`src/rtl/gpio_bank_pkg.sv`:
```
// Shared offsets and write-strobe type for the GPIO bank.
// Assumes byte offsets on an 8-bit address and 32-bit registers.
package gpio_bank_pkg;
    localparam logic [7:0] OFS_DIR      = 8'h00;
    localparam logic [7:0] OFS_MK_OUT   = 8'h04;
    localparam logic [7:0] OFS_MK_IN    = 8'h08;
    localparam logic [7:0] OFS_PINS     = 8'h0C;
    localparam logic [7:0] OFS_OUT_SET  = 8'h10;
    localparam logic [7:0] OFS_OUT_CLR  = 8'h14;
    localparam logic [7:0] OFS_ICTL_SET = 8'h18;
    localparam logic [7:0] OFS_ICTL_CLR = 8'h1C;
    localparam logic [7:0] OFS_PEND_CLR = 8'h20;
    localparam logic [7:0] OFS_PEND     = 8'h24;

    typedef struct packed {
        logic mk_out;
        logic mk_in;
        logic out_set;
        logic out_clr;
        logic ictl_set;
        logic ictl_clr;
        logic pend_clr;
    } wr_strobe_t;
endpackage

```
`src/rtl/gpio_regs.sv`:
```
// Configuration registers: direction, output latch and interrupt control.
// Each one is updated only through its set and clear write strobes.
// Assumes the strobes are one-hot per cycle (decoded from one address).
module gpio_regs
    import gpio_bank_pkg::*;
#(
    parameter int unsigned DATA_W   = 32,
    parameter int unsigned IRQ_PINS = 8,
    localparam int unsigned CTL_W   = 4 * IRQ_PINS
) (
    input  logic              clk,
    input  logic              rst_n,
    input  wr_strobe_t        wr,
    input  logic [DATA_W-1:0] wdata,
    output logic [DATA_W-1:0] dir_q,
    output logic [DATA_W-1:0] out_q,
    output logic [CTL_W-1:0]  ictl_q
);

    // Direction: 1 = input; reset leaves every pin an input.
    always_ff @(posedge clk) begin
        if (!rst_n)         dir_q <= '1;
        else if (wr.mk_out) dir_q <= dir_q & ~wdata;
        else if (wr.mk_in)  dir_q <= dir_q | wdata;
    end

    // Output latch with set and clear aliases.
    always_ff @(posedge clk) begin
        if (!rst_n)          out_q <= '0;
        else if (wr.out_set) out_q <= out_q | wdata;
        else if (wr.out_clr) out_q <= out_q & ~wdata;
    end

    // Packed interrupt-control word with set and clear aliases.
    always_ff @(posedge clk) begin
        if (!rst_n)           ictl_q <= '0;
        else if (wr.ictl_set) ictl_q <= ictl_q | wdata[CTL_W-1:0];
        else if (wr.ictl_clr) ictl_q <= ictl_q & ~wdata[CTL_W-1:0];
    end

    AST_MK_OUT_APPLIED: assert property (@(posedge clk) disable iff (!rst_n)
        wr.mk_out |=> ((dir_q & $past(wdata)) == '0));
    AST_MK_IN_APPLIED: assert property (@(posedge clk) disable iff (!rst_n)
        wr.mk_in |=> ((dir_q & $past(wdata)) == $past(wdata)));
    AST_OUT_SET_APPLIED: assert property (@(posedge clk) disable iff (!rst_n)
        wr.out_set |=> ((out_q & $past(wdata)) == $past(wdata)));
    AST_OUT_CLR_APPLIED: assert property (@(posedge clk) disable iff (!rst_n)
        wr.out_clr |=> ((out_q & $past(wdata)) == '0));
    AST_DIR_KEEP: assert property (@(posedge clk) disable iff (!rst_n)
        !(wr.mk_out || wr.mk_in) |=> $stable(dir_q));

endmodule

```
`src/rtl/gpio_in_filter.sv`:
```
// Per-pin input path: a synchroniser chain, then an optional debounce
// stage. With debounce enabled, a new level must persist DB_CYCLES
// cycles before the filtered output follows it. With it disabled, the
// output follows the synchronised level one cycle later.
// Assumes SYNC_STAGES >= 2 and DB_CYCLES >= 1.
module gpio_in_filter #(
    parameter int unsigned SYNC_STAGES = 2,
    parameter int unsigned DB_CYCLES   = 16,
    localparam int unsigned CNT_W      = $clog2(DB_CYCLES + 1)
) (
    input  logic clk,
    input  logic rst_n,
    input  logic pin_i,
    input  logic db_en_i,
    output logic sync_o,
    output logic filt_o
);
    localparam logic [CNT_W-1:0] LIMIT = CNT_W'(DB_CYCLES - 1);

    logic [SYNC_STAGES-1:0] chain;
    logic [CNT_W-1:0]       cnt;

    // Synchroniser shift chain for the asynchronous pin.
    always_ff @(posedge clk) begin
        if (!rst_n) chain <= '0;
        else        chain <= {chain[SYNC_STAGES-2:0], pin_i};
    end

    assign sync_o = chain[SYNC_STAGES-1];

    // Debounce: accept a changed level only after it has held LIMIT+1 cycles.
    always_ff @(posedge clk) begin
        if (!rst_n) begin
            filt_o <= 1'b0;
            cnt    <= '0;
        end else if (!db_en_i) begin
            filt_o <= sync_o;
            cnt    <= '0;
        end else if (sync_o == filt_o) begin
            cnt    <= '0;
        end else if (cnt == LIMIT) begin
            filt_o <= sync_o;
            cnt    <= '0;
        end else begin
            cnt    <= cnt + 1'b1;
        end
    end

    AST_DB_WAIT: assert property (@(posedge clk) disable iff (!rst_n)
        ($past(db_en_i) && (filt_o != $past(filt_o))) |-> ($past(cnt) == LIMIT));

endmodule

```
`src/rtl/gpio_irq_detect.sv`:
```
// Edge and level trigger detection with a sticky pending register.
// A new trigger takes priority over a clear in the same cycle.
// Assumes filtered inputs are already synchronous to clk.
module gpio_irq_detect #(
    parameter int unsigned IRQ_PINS = 8
) (
    input  logic                clk,
    input  logic                rst_n,
    input  logic [IRQ_PINS-1:0] lvl_i,
    input  logic [IRQ_PINS-1:0] rise_en,
    input  logic [IRQ_PINS-1:0] fall_en,
    input  logic [IRQ_PINS-1:0] lvl_mode,
    input  logic [IRQ_PINS-1:0] clr_i,
    output logic [IRQ_PINS-1:0] pend_q
);
    logic [IRQ_PINS-1:0] prev_q;
    logic [IRQ_PINS-1:0] edge_hit;
    logic [IRQ_PINS-1:0] level_hit;
    logic [IRQ_PINS-1:0] trig;

    // Previous filtered level, for edge detection.
    always_ff @(posedge clk) begin
        if (!rst_n) prev_q <= '0;
        else        prev_q <= lvl_i;
    end

    // Per-pin trigger selection between edge and level modes.
    always_comb begin
        edge_hit  = (rise_en & lvl_i & ~prev_q) | (fall_en & ~lvl_i & prev_q);
        level_hit = (rise_en & lvl_i) | (fall_en & ~lvl_i);
        trig      = (lvl_mode & level_hit) | (~lvl_mode & edge_hit);
    end

    // Sticky pending bits; a set beats a clear in the same cycle.
    always_ff @(posedge clk) begin
        if (!rst_n) pend_q <= '0;
        else        pend_q <= (pend_q & ~clr_i) | trig;
    end

    AST_DROP_NEEDS_CLR: assert property (@(posedge clk) disable iff (!rst_n)
        (($past(pend_q) & ~pend_q & ~$past(clr_i)) == '0));
    AST_MASKED_NO_SET: assert property (@(posedge clk) disable iff (!rst_n)
        ((pend_q & ~$past(pend_q) & ~($past(rise_en) | $past(fall_en))) == '0));
    AST_LEVEL_HOLDS: assert property (@(posedge clk) disable iff (!rst_n)
        (($past(lvl_mode & rise_en & lvl_i) & ~pend_q) == '0));

endmodule

```
`src/rtl/gpio_bank_irq.sv`:
```
// Top of the GPIO bank: bus decode, read mux, per-pin input filters,
// configuration registers and interrupt detection for the low pins.
// Assumes single-cycle bus writes and combinational reads.
module gpio_bank_irq
    import gpio_bank_pkg::*;
#(
    parameter int unsigned DATA_W      = 32,
    parameter int unsigned IRQ_PINS    = 8,
    parameter int unsigned SYNC_STAGES = 2,
    parameter int unsigned DB_CYCLES   = 16
) (
    input  logic              clk,
    input  logic              rst_n,
    input  logic              bus_sel,
    input  logic              bus_we,
    input  logic [7:0]        bus_addr,
    input  logic [DATA_W-1:0] bus_wdata,
    output logic [DATA_W-1:0] bus_rdata,
    input  logic [DATA_W-1:0] pin_in,
    output logic [DATA_W-1:0] pin_oe,
    output logic [DATA_W-1:0] pin_out,
    output logic              irq_out
);
    localparam int unsigned CTL_W = 4 * IRQ_PINS;

    wr_strobe_t          wr;
    logic [DATA_W-1:0]   dir_q;
    logic [DATA_W-1:0]   out_q;
    logic [CTL_W-1:0]    ictl_q;
    logic [DATA_W-1:0]   sync_v;
    logic [DATA_W-1:0]   filt_v;
    logic [IRQ_PINS-1:0] pend_q;
    logic [IRQ_PINS-1:0] clr_v;
    logic                wr_act;

    // Write decode: one strobe per aliased offset.
    always_comb begin
        wr_act      = bus_sel && bus_we;
        wr.mk_out   = wr_act && (bus_addr == OFS_MK_OUT);
        wr.mk_in    = wr_act && (bus_addr == OFS_MK_IN);
        wr.out_set  = wr_act && (bus_addr == OFS_OUT_SET);
        wr.out_clr  = wr_act && (bus_addr == OFS_OUT_CLR);
        wr.ictl_set = wr_act && (bus_addr == OFS_ICTL_SET);
        wr.ictl_clr = wr_act && (bus_addr == OFS_ICTL_CLR);
        wr.pend_clr = wr_act && (bus_addr == OFS_PEND_CLR);
        clr_v       = bus_wdata[IRQ_PINS-1:0] & {IRQ_PINS{wr.pend_clr}};
    end

    gpio_regs #(.DATA_W(DATA_W), .IRQ_PINS(IRQ_PINS)) u_regs (
        .clk(clk), .rst_n(rst_n), .wr(wr), .wdata(bus_wdata),
        .dir_q(dir_q), .out_q(out_q), .ictl_q(ictl_q)
    );

    for (genvar i = 0; i < DATA_W; i++) begin : g_pin
        logic db_en;
        if (i < IRQ_PINS) begin : g_irq_pin
            assign db_en = ictl_q[2*IRQ_PINS + i];
        end else begin : g_plain_pin
            assign db_en = 1'b0;
        end
        gpio_in_filter #(.SYNC_STAGES(SYNC_STAGES), .DB_CYCLES(DB_CYCLES)) u_filt (
            .clk(clk), .rst_n(rst_n), .pin_i(pin_in[i]), .db_en_i(db_en),
            .sync_o(sync_v[i]), .filt_o(filt_v[i])
        );
    end

    gpio_irq_detect #(.IRQ_PINS(IRQ_PINS)) u_irq (
        .clk(clk), .rst_n(rst_n),
        .lvl_i(filt_v[IRQ_PINS-1:0]),
        .rise_en(ictl_q[IRQ_PINS-1:0]),
        .fall_en(ictl_q[2*IRQ_PINS-1:IRQ_PINS]),
        .lvl_mode(ictl_q[4*IRQ_PINS-1:3*IRQ_PINS]),
        .clr_i(clr_v),
        .pend_q(pend_q)
    );

    // Pad-side outputs and combined interrupt.
    assign pin_oe  = ~dir_q;
    assign pin_out = out_q;
    assign irq_out = |pend_q;

    // Combinational read mux; unmapped and write-only offsets read zero.
    always_comb begin
        case (bus_addr)
            OFS_DIR:                    bus_rdata = dir_q;
            OFS_PINS:                   bus_rdata = sync_v;
            OFS_OUT_SET:                bus_rdata = out_q;
            OFS_ICTL_SET, OFS_ICTL_CLR: bus_rdata = DATA_W'(ictl_q);
            OFS_PEND:                   bus_rdata = DATA_W'(pend_q);
            default:                    bus_rdata = '0;
        endcase
    end

    AST_STATUS_UPPER_ZERO: assert property (@(posedge clk) disable iff (!rst_n)
        (bus_addr == OFS_PEND) |-> (bus_rdata[DATA_W-1:IRQ_PINS] == '0));
    AST_IRQ_FROM_STATUS: assert property (@(posedge clk) disable iff (!rst_n)
        (bus_addr == OFS_PEND) |-> (irq_out == (bus_rdata != '0)));

endmodule

```
`config.mk`:
```
export PLATFORM = sky130hd
export DESIGN_NAME = gpio_bank_irq
export DESIGN_NICKNAME = d
export VERILOG_FILES = /design/src/rtl/gpio_bank_pkg.sv /design/src/rtl/gpio_regs.sv /design/src/rtl/gpio_in_filter.sv /design/src/rtl/gpio_irq_detect.sv /design/src/rtl/gpio_bank_irq.sv
export SDC_FILE = /design/constraint.sdc
export NUM_CORES = 1
export LEC_CHECK = 0
export ABC_AREA = 0
export BUFFER_PORTS_ARGS = -buffer_cell sky130_fd_sc_hd__buf_2
export CAP_MARGIN = 10
export CORE_ASPECT_RATIO = 1.75
export CORE_UTILIZATION = 30
export DETAILED_ROUTE_END_ITERATION = 6
export SYNTH_ARGS = -nofsm -noshare
export SYNTH_HDL_FRONTEND = slang
export SYNTH_HIERARCHICAL = 1
export SYNTH_SLANG_ARGS = --single-unit
```
`constraint.sdc`:
```
create_clock -name clk -period 5.85 [get_ports clk]
set_input_delay 0.585 -clock clk [delete_from_list [all_inputs] [get_ports clk]]
set_output_delay 0.585 -clock clk [all_outputs]
set_load 0.01 [all_outputs]
```
==> metrics.md, run 1 <==
| Metric | Value |
|---|---|
| Layout cells sized above 1 | 25.7% |
| Min Tclk post-route | ~3400 ps |
| Routed Wire Length | between 20000 and 30000 microns |
| IO Count | between 150 and 200 |
| Post-DP Area | approximately 11000 sq um |
| Site row count | 85 |
| Post-Synthesis Cells | 1016 |
| Syn_nets | 1108 |
| Final Cell Area | ~11000 sq um |
| CTS sink cnt | approximately 220 |
| Via-per-instance ratio | about 5 |
| Vias in the first global route | between 7k and 8k |
| Most used cell, CP | buf_2 |
| Startpoint types | primary input |
| CTS clock-pin slew for the worst setup and hold paths | approximately 60 ps |
| DIE HEIGHT | 236 microns |
| Netlist Area Pre-Place | ~9400 sq um |
| Hpwl dp | ~19000 microns |
| Die W | between 100 and 150 microns |
| CTS tree | done |
| DR iter-0 viols | 414 |
| Reg2reg end | g_pin[5].u_filt/cnt[1] |
| Routed Antenna Nets | 0 |
| Pleak | 5.16 nW |
| Starting density of the core | 30.5% |
| Buffer and inverter count on the worst path | 2 |
| CP Depth | 6 |
| Crit. Startpoint | bus_addr[4] |
| CORE AREA | 30700 sq um |
| IO Port Bufs | roughly 170 |
| Fin. Hold Viols | 0 |
| Max-slew violations | 0 |
| Critical Path Sink | bus_rdata[31] |
| Total chip power | 0.00317 W |
| Setup Skew | approximately 19 ps |
| Worst path required time | ~5300 ps |
| Area grow syn2layout | 20.8% |
| NumNets Final | between 1k and 1.5k |
| Drt pass-1 iters | 5 |
| Unrepaired setup endpoints after global routing | no |
| Clock buffer depth | 3 |
| Pin count of the biggest net entering global routing | 107 |
| Hold WC Path Type | primary input to flip-flop |
| Final setup vio count | 0 |
| Wire per inst | roughly 17 microns |
| Crit path max-delay cell type | or4_1 |
| CP peak stage delay | between 700 and 800 ps |
| Reg2Reg Depth | 6 |
| Hold Slack | between 200 and 300 ps |
| Die area | 32000 sq um |
| Power density over the cells | between 200 and 300 nW/um^2 |
| Crit path max fanout | 24 |
| Worst-path cell chain | buf_2 -> or4_1 -> nor2_4 -> a22oi_1 -> o21ai_0 -> buf_2 |
| Setup TNS | 0 ps |
| Worst vdd ir | roughly 0.00020 V |
| CP delay by family, top | simple AND/OR/NAND/NOR gates |
| Initial antenna violation count | 4 |
| Root Buffer | clkbuf_16 |
| Placer congestion estimate | 0.786 |
| Period utilisation layout | a little under three fifths |
| CP arrival | about 2800 ps |
| CTS resizes | 0 |
| Placed cells | around 1.5k |
| Non-Filler Instances | around 1.6k |
| Global-route wire length before repair | ~42000 microns |
| GRT overflow | 0 |
| Post CTS Setup Buffer Count | 0 |
| CTS Buf Count | 25 |
| Slew headroom | approximately a third |
| Actual slew at the worst max-slew pin | a little over 1000 ps |
| Avg Inst Size Synth | 9.23 sq um |
| Crit end category | output port |
| Fmax achieved | 297 MHz |
| Drt drc | 0 |
| Gr usage total | approximately 17% |
| YS warnings | 6 |
| Hold-fix buffers at CTS | 0 |
| H-tree level count | 1 |
| Status | completed |
| Crit path kind | primary input to output port |
| Worst skew pair latency | 540 ps |
| Max Cap Viol | 0 |
| Reg2Reg Setup Slack | 4330 ps |
| R2R Path Start | g_pin[5].u_filt/cnt[0] |
| Routed vias | just under 8k |
stage by stage:
stage                     util (%)  worst slack (ps)
after global placement        34.3              2540
final                         36.8              2490
after detailed placement      34.3              2500
after CTS                     36.8              2510
after global routing          36.8              2350
after floorplan                  -              3530
worst register-to-register path: stages (launching register included):
cell and delay, ps:
dfxtp_1 320, ha_1 230, and3_1 190, ha_1 160
and2b_1 230, nand3_2 150, nor2_1 180
how the worst min path moves through the flow:
stage / from / endpoint / slack [ps] / cells past startpoint
2_1_floorplan: g_pin[0].u_filt/chain[0] / g_pin[0].u_filt/chain[1] / 410 / 1
3_3_place_gp: g_pin[28].u_filt/chain[0] / g_pin[28].u_filt/chain[1] / 410 / 1
3_5_place_dp: g_pin[2].u_filt/chain[0] / g_pin[2].u_filt/chain[1] / 420 / 1
4_1_cts: pin_in[5] / g_pin[5].u_filt/chain[0] / 230 / 2
5_1_grt: pin_in[21] / g_pin[21].u_filt/chain[0] / 240 / 2
6_report: pin_in[5] / g_pin[5].u_filt/chain[0] / 260 / 2
layer usage:
metal / up-vias / GRT usage, % / share of wire (%)
li1: 3835 / - / -
met1: 3700 / 19.7 / 40
met2: 232 / 31.5 / 52
met3: 50 / 2.54 / 5.3
met4: 2 / 6.64 / 2.7
met5: - / 0 / 0.047
report_power, final:
group / total, W / internal (W) / switching (W)
combinational: 0.000115 / 0.0000413 / 0.0000738
clock: 0.00150 / 0.000876 / 0.000620
sequential: 0.00156 / 0.00155 / 0.0000108
cells in the final DEF (no fill, tap or decap), types with 32 or more instances in the layout:
cell,instances
a31o_2,56
nand2_1,82
nor2_1,55
o21ai_0,32
a21oi_1,40
and2_1,104
inv_1,56
a22oi_1,51
dfxtp_1,224
and3_1,73
buf_2,171
layout make-up:
class	count	area, sq um
clock inverter	7	70.1
tap	391	489
fill	3110	19400
antenna	1	2.50
clock buffer	34	699
timing repair buffer	185	965
multi-input combinational	682	4400
sequential	224	4480
inverter	56	210
Note: power is estimated with default switching activity, not from simulation.
==> run 2, diff against run 1 <==
Settings changed: ABC_AREA 0 to 1.
Clock period 5.85 ns to 2.9 ns, I/O delays scaled along.
==> run 2 against run 1 <==
  * Register-to-register slack lost 2800 ps
  * Hold slack lost 180 ps
  * Area after synthesis grew 11%
  * Die area grew 11%
  * Final cell count grew 41%
  * Clock power grew 110%
  * Power grew 110%
  * Sequential power grew 100%
  * Wire length grew 12%
  * Core utilization grew 0.44 points
  * Final area grew 13%
  * Largest cell class is now multi-input combinational cells
  * Highest routed layer is now met4
==> metrics.md, run 2 <==
| Metric | Value |
|---|---|
| Commonest non-fill, non-tap cell in the layout | nand2_1 |
| CP arrival | about 1900 ps |
| Avg Inst Size Synth | ~6.7 sq um |
| N_diodes | 0 |
| H-tree level count | 1 |
| Placer congestion estimate | roughly 0.83 |
| Unrepaired setup endpoints after global routing | no |
| IO Port Bufs | between 150 and 200 |
| Post-Synthesis Cells | 1558 |
| Vias in the first global route | between 9k and 10k |
| Pleak | between 6 and 7 nW |
| Site row count | 90 |
| Layout fillers | around 3.6k |
| Global-route wire length before repair | 48200 microns |
| Final core utilization | 37.3% |
| Wire per inst | 13.9 microns |
| Dpl ws | 751 ps |
| Setup Skew | approximately 6.8 ps |
| Gr usage total | roughly 18% |
| Max Cap Viol | 0 |
| Worst path required time | between 2000 and 3000 ps |
| Reg2Reg Setup Slack | 1510 ps |
| Pin count of the biggest net entering global routing | approximately 130 |
| Root Buffer | clkbuf_16 |
| Hold WC Path Type | primary input to flip-flop |
| Drt drc | 0 |
| Status | completed |
| DIE HEIGHT | roughly 250 microns |
| Min Tclk post-route | ~2200 ps |
| Routed Antenna Nets | 0 |
| Post CTS Setup Buffer Count | 0 |
| Routed Wire Length | 30900 microns |
| Max-slew violations | 0 |
| Worst vdd ir | around 0.00033 V |
| Starting density of the core | 30.3% |
| Setup TNS | 0 ps |
| Non-Filler Instances | approximately 2.2k |
| Period utilisation layout | between 70% and 80% |
| Slew headroom | 49.0% |
| Die W | around 140 microns |
| DR iter-0 viols | 612 |
| Routed vias | around 9.9k |
| NumNets Final | between 1.5k and 2k |
| CTS Buf Count | 23 |
| Fin. Hold Viols | 0 |
| GRT overflow | 0 |
| Worst skew pair latency | 520 ps |
| Crit end category | output port |
| CTS tree | done |
| YS warnings | 6 |
| Final setup vio count | 0 |
| Hpwl dp | between 20000 and 25000 microns |
| Die area | between 30000 and 40000 sq um |
| Syn_nets | 1650 |
| CTS clock-pin slew for the worst setup and hold paths | approximately 70 ps |
| IO Count | ~170 |
| Final WS setup | just over 700 ps |
| Placed cells | about 2.2k |
| Netlist Area Pre-Place | 10400 sq um |
| Startpoint types | primary input |
| Actual slew at the worst max-slew pin | ~760 ps |
| Hold Slack | approximately 75 ps |
| Commonest non-fill, non-tap cells in the layout | nand2_1, inv_1, dfxtp_1 |
| Crit path kind | primary input to output port |
| Via-per-instance ratio | around 4.4 |
| Power density over the cells | approximately 520 nW/um^2 |
| Crit path max fanout | 18 |
| Layout cells sized above 1 | ~17% |
| Clock buffer depth | 3 |
| CTS sink cnt | between 200 and 250 |
| Drt pass-1 iters | 5 |
| Fmax achieved | 455 MHz |
| Initial antenna violation count | 0 |
| Area grow syn2layout | 22.9% |
| CORE AREA | about 34000 sq um |
run 2: per-layer routing:
layer  GRT usage (%)  wire length [microns]  part of all wire [%]
met3            2.25                   1470                   4.7
met1            19.7                  12300                    40
met4            8.79                   1300                   4.2
met2            31.8                  15900                    51
met5               0                      0                     0
run 2: what timing repair did:
action | CTS | global route
hold buffers | 32 | 0
setup endpoints to repair | 0 | 0
resized for setup | 0 | 0
endpoints found under the hold margin | 32 | 0
run 2: critical path: stages:
cell and delay [ps]:
buf_2 110, nor2_2 160, nand2_2 140, nor2_4 640, buf_4 290, nand2_1 70, nand4_1 80, buf_2 140
run 2: final timing paths:
kind                                 start                  endpoint  cells past startpoint
setup / recovery               bus_addr[1]             bus_rdata[10]                      8
hold / removal               bus_wdata[18]                 flip-flop                      3
setup reg to reg    g_pin[4].u_filt/cnt[0]    g_pin[4].u_filt/filt_o                      7
hold reg to reg   g_pin[6].u_filt/chain[0]  g_pin[6].u_filt/chain[1]                      2
run 2: power breakdown:
part | internal [W] | total [W] | switching [W]
combinational | 0.000117 | 0.000323 | 0.000206
sequential | 0.00312 | 0.00315 | 0.0000242
clock | 0.00197 | 0.00322 | 0.00125
total | 0.00521 | 0.00669 | 0.00148
run 2: metrics by stage:
stage	power [W]	cell area [sq um]
after global placement	0.00350	11700
after detailed placement	0.00351	11700
after global routing	0.00694	12800
final	0.00669	12800
after CTS	0.00679	12800
after floorplan	0.00335	10400
run 2: cell type report:
| class | count | area, sq um | share of cell area, % |
|---|---|---|---|
| clock inverters | 7 | 139 | 1.08 |
| repair buffers | 221 | 1340 | 10.4 |
| clock buffers | 34 | 677 | 5.29 |
| inverters | 287 | 1080 | 8.47 |
| multi-input cells | 996 | 4510 | 35.2 |
| flip-flops and latches | 224 | 4480 | 35.0 |
| well taps | 460 | 576 | 4.49 |
==> run 3, diff against run 2 <==
Clock period 2.9 ns to 2 ns, I/O delays scaled along.
==> run 3 against run 2 <==
  * Combinational power rose by 61%
  * Core utilization rose by 1.2 points
  * Clock power rose by 47%
  * Wire length rose by 1.3%
  * Clock skew rose by 7.0 ps
==> metrics.md, run 3 (synthesized netlist as in run 2, its figures left out) <==
| Metric | Value |
|---|---|
| CTS resizes | 0 |
| Via-per-instance ratio | roughly 4.5 |
| Die W | around 140 microns |
| Slew headroom | 58.4% |
| Pleak | about 6.7 nW |
| Power density over the cells | around 740 nW/um^2 |
| Drt drc | 0 |
| Die area | between 30000 and 40000 sq um |
| Pin count of the biggest net entering global routing | 51 |
| Max Cap Viol | 0 |
| Non-Filler Instances | between 2k and 2.5k |
| CTS sink cnt | about 220 |
| Fmax achieved | 539 MHz |
| Setup Skew | between 10 and 15 ps |
| Unrepaired setup endpoints after global routing | no |
| Commonest non-fill, non-tap cells in the layout | nand2_1, inv_1, dfxtp_1 |
| Clock power frac | 48.2% |
| Reg2reg end | g_pin[7].u_filt/cnt[2] |
| Worst vdd ir | just over 0.0006 V |
| Crit end category | output port |
| Global-route wire length before repair | 48700 microns |
| Seq pwr share | a little under half |
| Root Buffer | clkbuf_16 |
| Hold depth | 3 |
| Area grow syn2layout | 26.8% |
| N_diodes | 0 |
| Clock buffer depth | 3 |
| Placer congestion estimate | between 0.8 and 0.9 |
| R2R Path Start | g_pin[7].u_filt/cnt[0] |
| Logic pwr share | under 10% |
| Actual slew at the worst max-slew pin | 625 ps |
| HP Start | bus_wdata[21] |
| P_int | between 0.007 and 0.008 W |
| CORE AREA | 34300 sq um |
| Wire per inst | 13.8 microns |
| CTS tree | done |
| Initial antenna violation count | 0 |
| NumNets Final | 1883 |
| Hold-fix buffers at CTS | 62 |
| Commonest non-fill, non-tap cell in the layout | nand2_1 |
| Reg2Reg Setup Slack | 630 ps |
| Period utilisation layout | roughly 93% |
| Setup TNS | 0 ps |
| CTS clock-pin slew for the worst setup and hold paths | ~60 ps |
| IO Port Bufs | about 170 |
| Layout fillers | approximately 3.6k |
| Final setup vio count | 0 |
| Routed Antenna Nets | 0 |
| Min Tclk post-route | between 1500 and 2000 ps |
| Worst skew pair latency | between 500 and 600 ps |
| Startpoint types | flip-flop |
| Switch Pwr | 0.00217 W |
| DIE HEIGHT | between 200 and 250 microns |
| IO Count | between 150 and 200 |
| Worst path required time | roughly 1800 ps |
| Status | completed |
| Post CTS Setup Buffer Count | 0 |
| Fin. Hold Viols | 0 |
| Placed cells | approximately 2.2k |
| Layout cells sized above 1 | between 10% and 20% |
| Hpwl dp | 21900 microns |
| GRT overflow | 0 |
| CTS Buf Count | 23 |
| Net Sw Frac | 22.1% |
| Reg2Reg Depth | 7 |
| Crit path max fanout | 3 |
| DR iter-0 viols | approximately 490 |
| Drt pass-1 iters | 5 |
| Max-slew violations | 0 |
| Vias in the first global route | between 9k and 10k |
| Hold WC Path Type | primary input to flip-flop |
| Crit path kind | flip-flop to output port |
| H-tree level count | 1 |
| CP arrival | about 1700 ps |
| Site row count | 90 |
| Final WS setup | around 140 ps |
| Starting density of the core | 30.3% |
| Routed Wire Length | 31300 microns |
| Routed vias | 10.1k |
| Dpl ws | around 210 ps |
| Gr usage total | 17.7% |
-- run 3: worst max path at each step --
stage / startpoint / endpoint / slack [ps] / cells past startpoint
4_1_cts: u_irq/pend_q[7] / irq_out / 170 / 3
5_1_grt: bus_addr[7] / bus_rdata[0] / 60 / 10
3_5_place_dp: bus_addr[7] / bus_rdata[0] / 210 / 10
3_3_place_gp: bus_addr[7] / bus_rdata[0] / 220 / 10
2_1_floorplan: bus_addr[5] / flip-flop / 510 / 10
6_report: u_irq/pend_q[7] / irq_out / 140 / 3
-- run 3: layer usage --
layer,GRT usage [%],vias up,share of wire [%],wire length (microns)
li1,-,5146,-,-
met1,20.2,4670,41,12700
met2,32.7,261,52,16300
met3,1.58,59,3.8,1210
met4,7.86,0,3.6,1140
met5,0,-,0,0
-- run 3: power by group through the flow --
stage,sequential (W),clock [W],combinational [W]
6_report,0.00456,0.00472,0.000521
5_1_grt,0.00457,0.00504,0.000579
4_1_cts,0.00456,0.00487,0.000521
3_5_place_dp,0.00467,0,0.000428
3_3_place_gp,0.00466,0,0.000420
2_1_floorplan,0.00465,0,0.000197
-- run 3: final cells by class --
class	count	area [sq um]	area share, %
clock buffers	30	642	4.86
clock inverters	10	175	1.33
inverters	287	1080	8.21
multi-input cells	996	4510	34.1
flip-flops and latches	224	4480	33.9
well taps	460	576	4.35
repair buffers	259	1750	13.2
-- run 3: critical path, stage by stage, from the launching register on --
cell and delay [ps]:
dfxtp_1 330, nor4_1 480, nand2_1 160, buf_2 180
-- run 3: per-stage QoR --
step	power (W)	utilization (%)	instance area, sq um	hold slack (ps)
3_5_place_dp	0.00509	34.3	11800	386
2_1_floorplan	0.00485	-	10400	293
5_1_grt	0.0102	38.5	13200	36.6
3_3_place_gp	0.00508	34.3	11800	379
4_1_cts	0.00996	38.5	13200	2.24
6_report	0.00981	38.5	13200	27.4
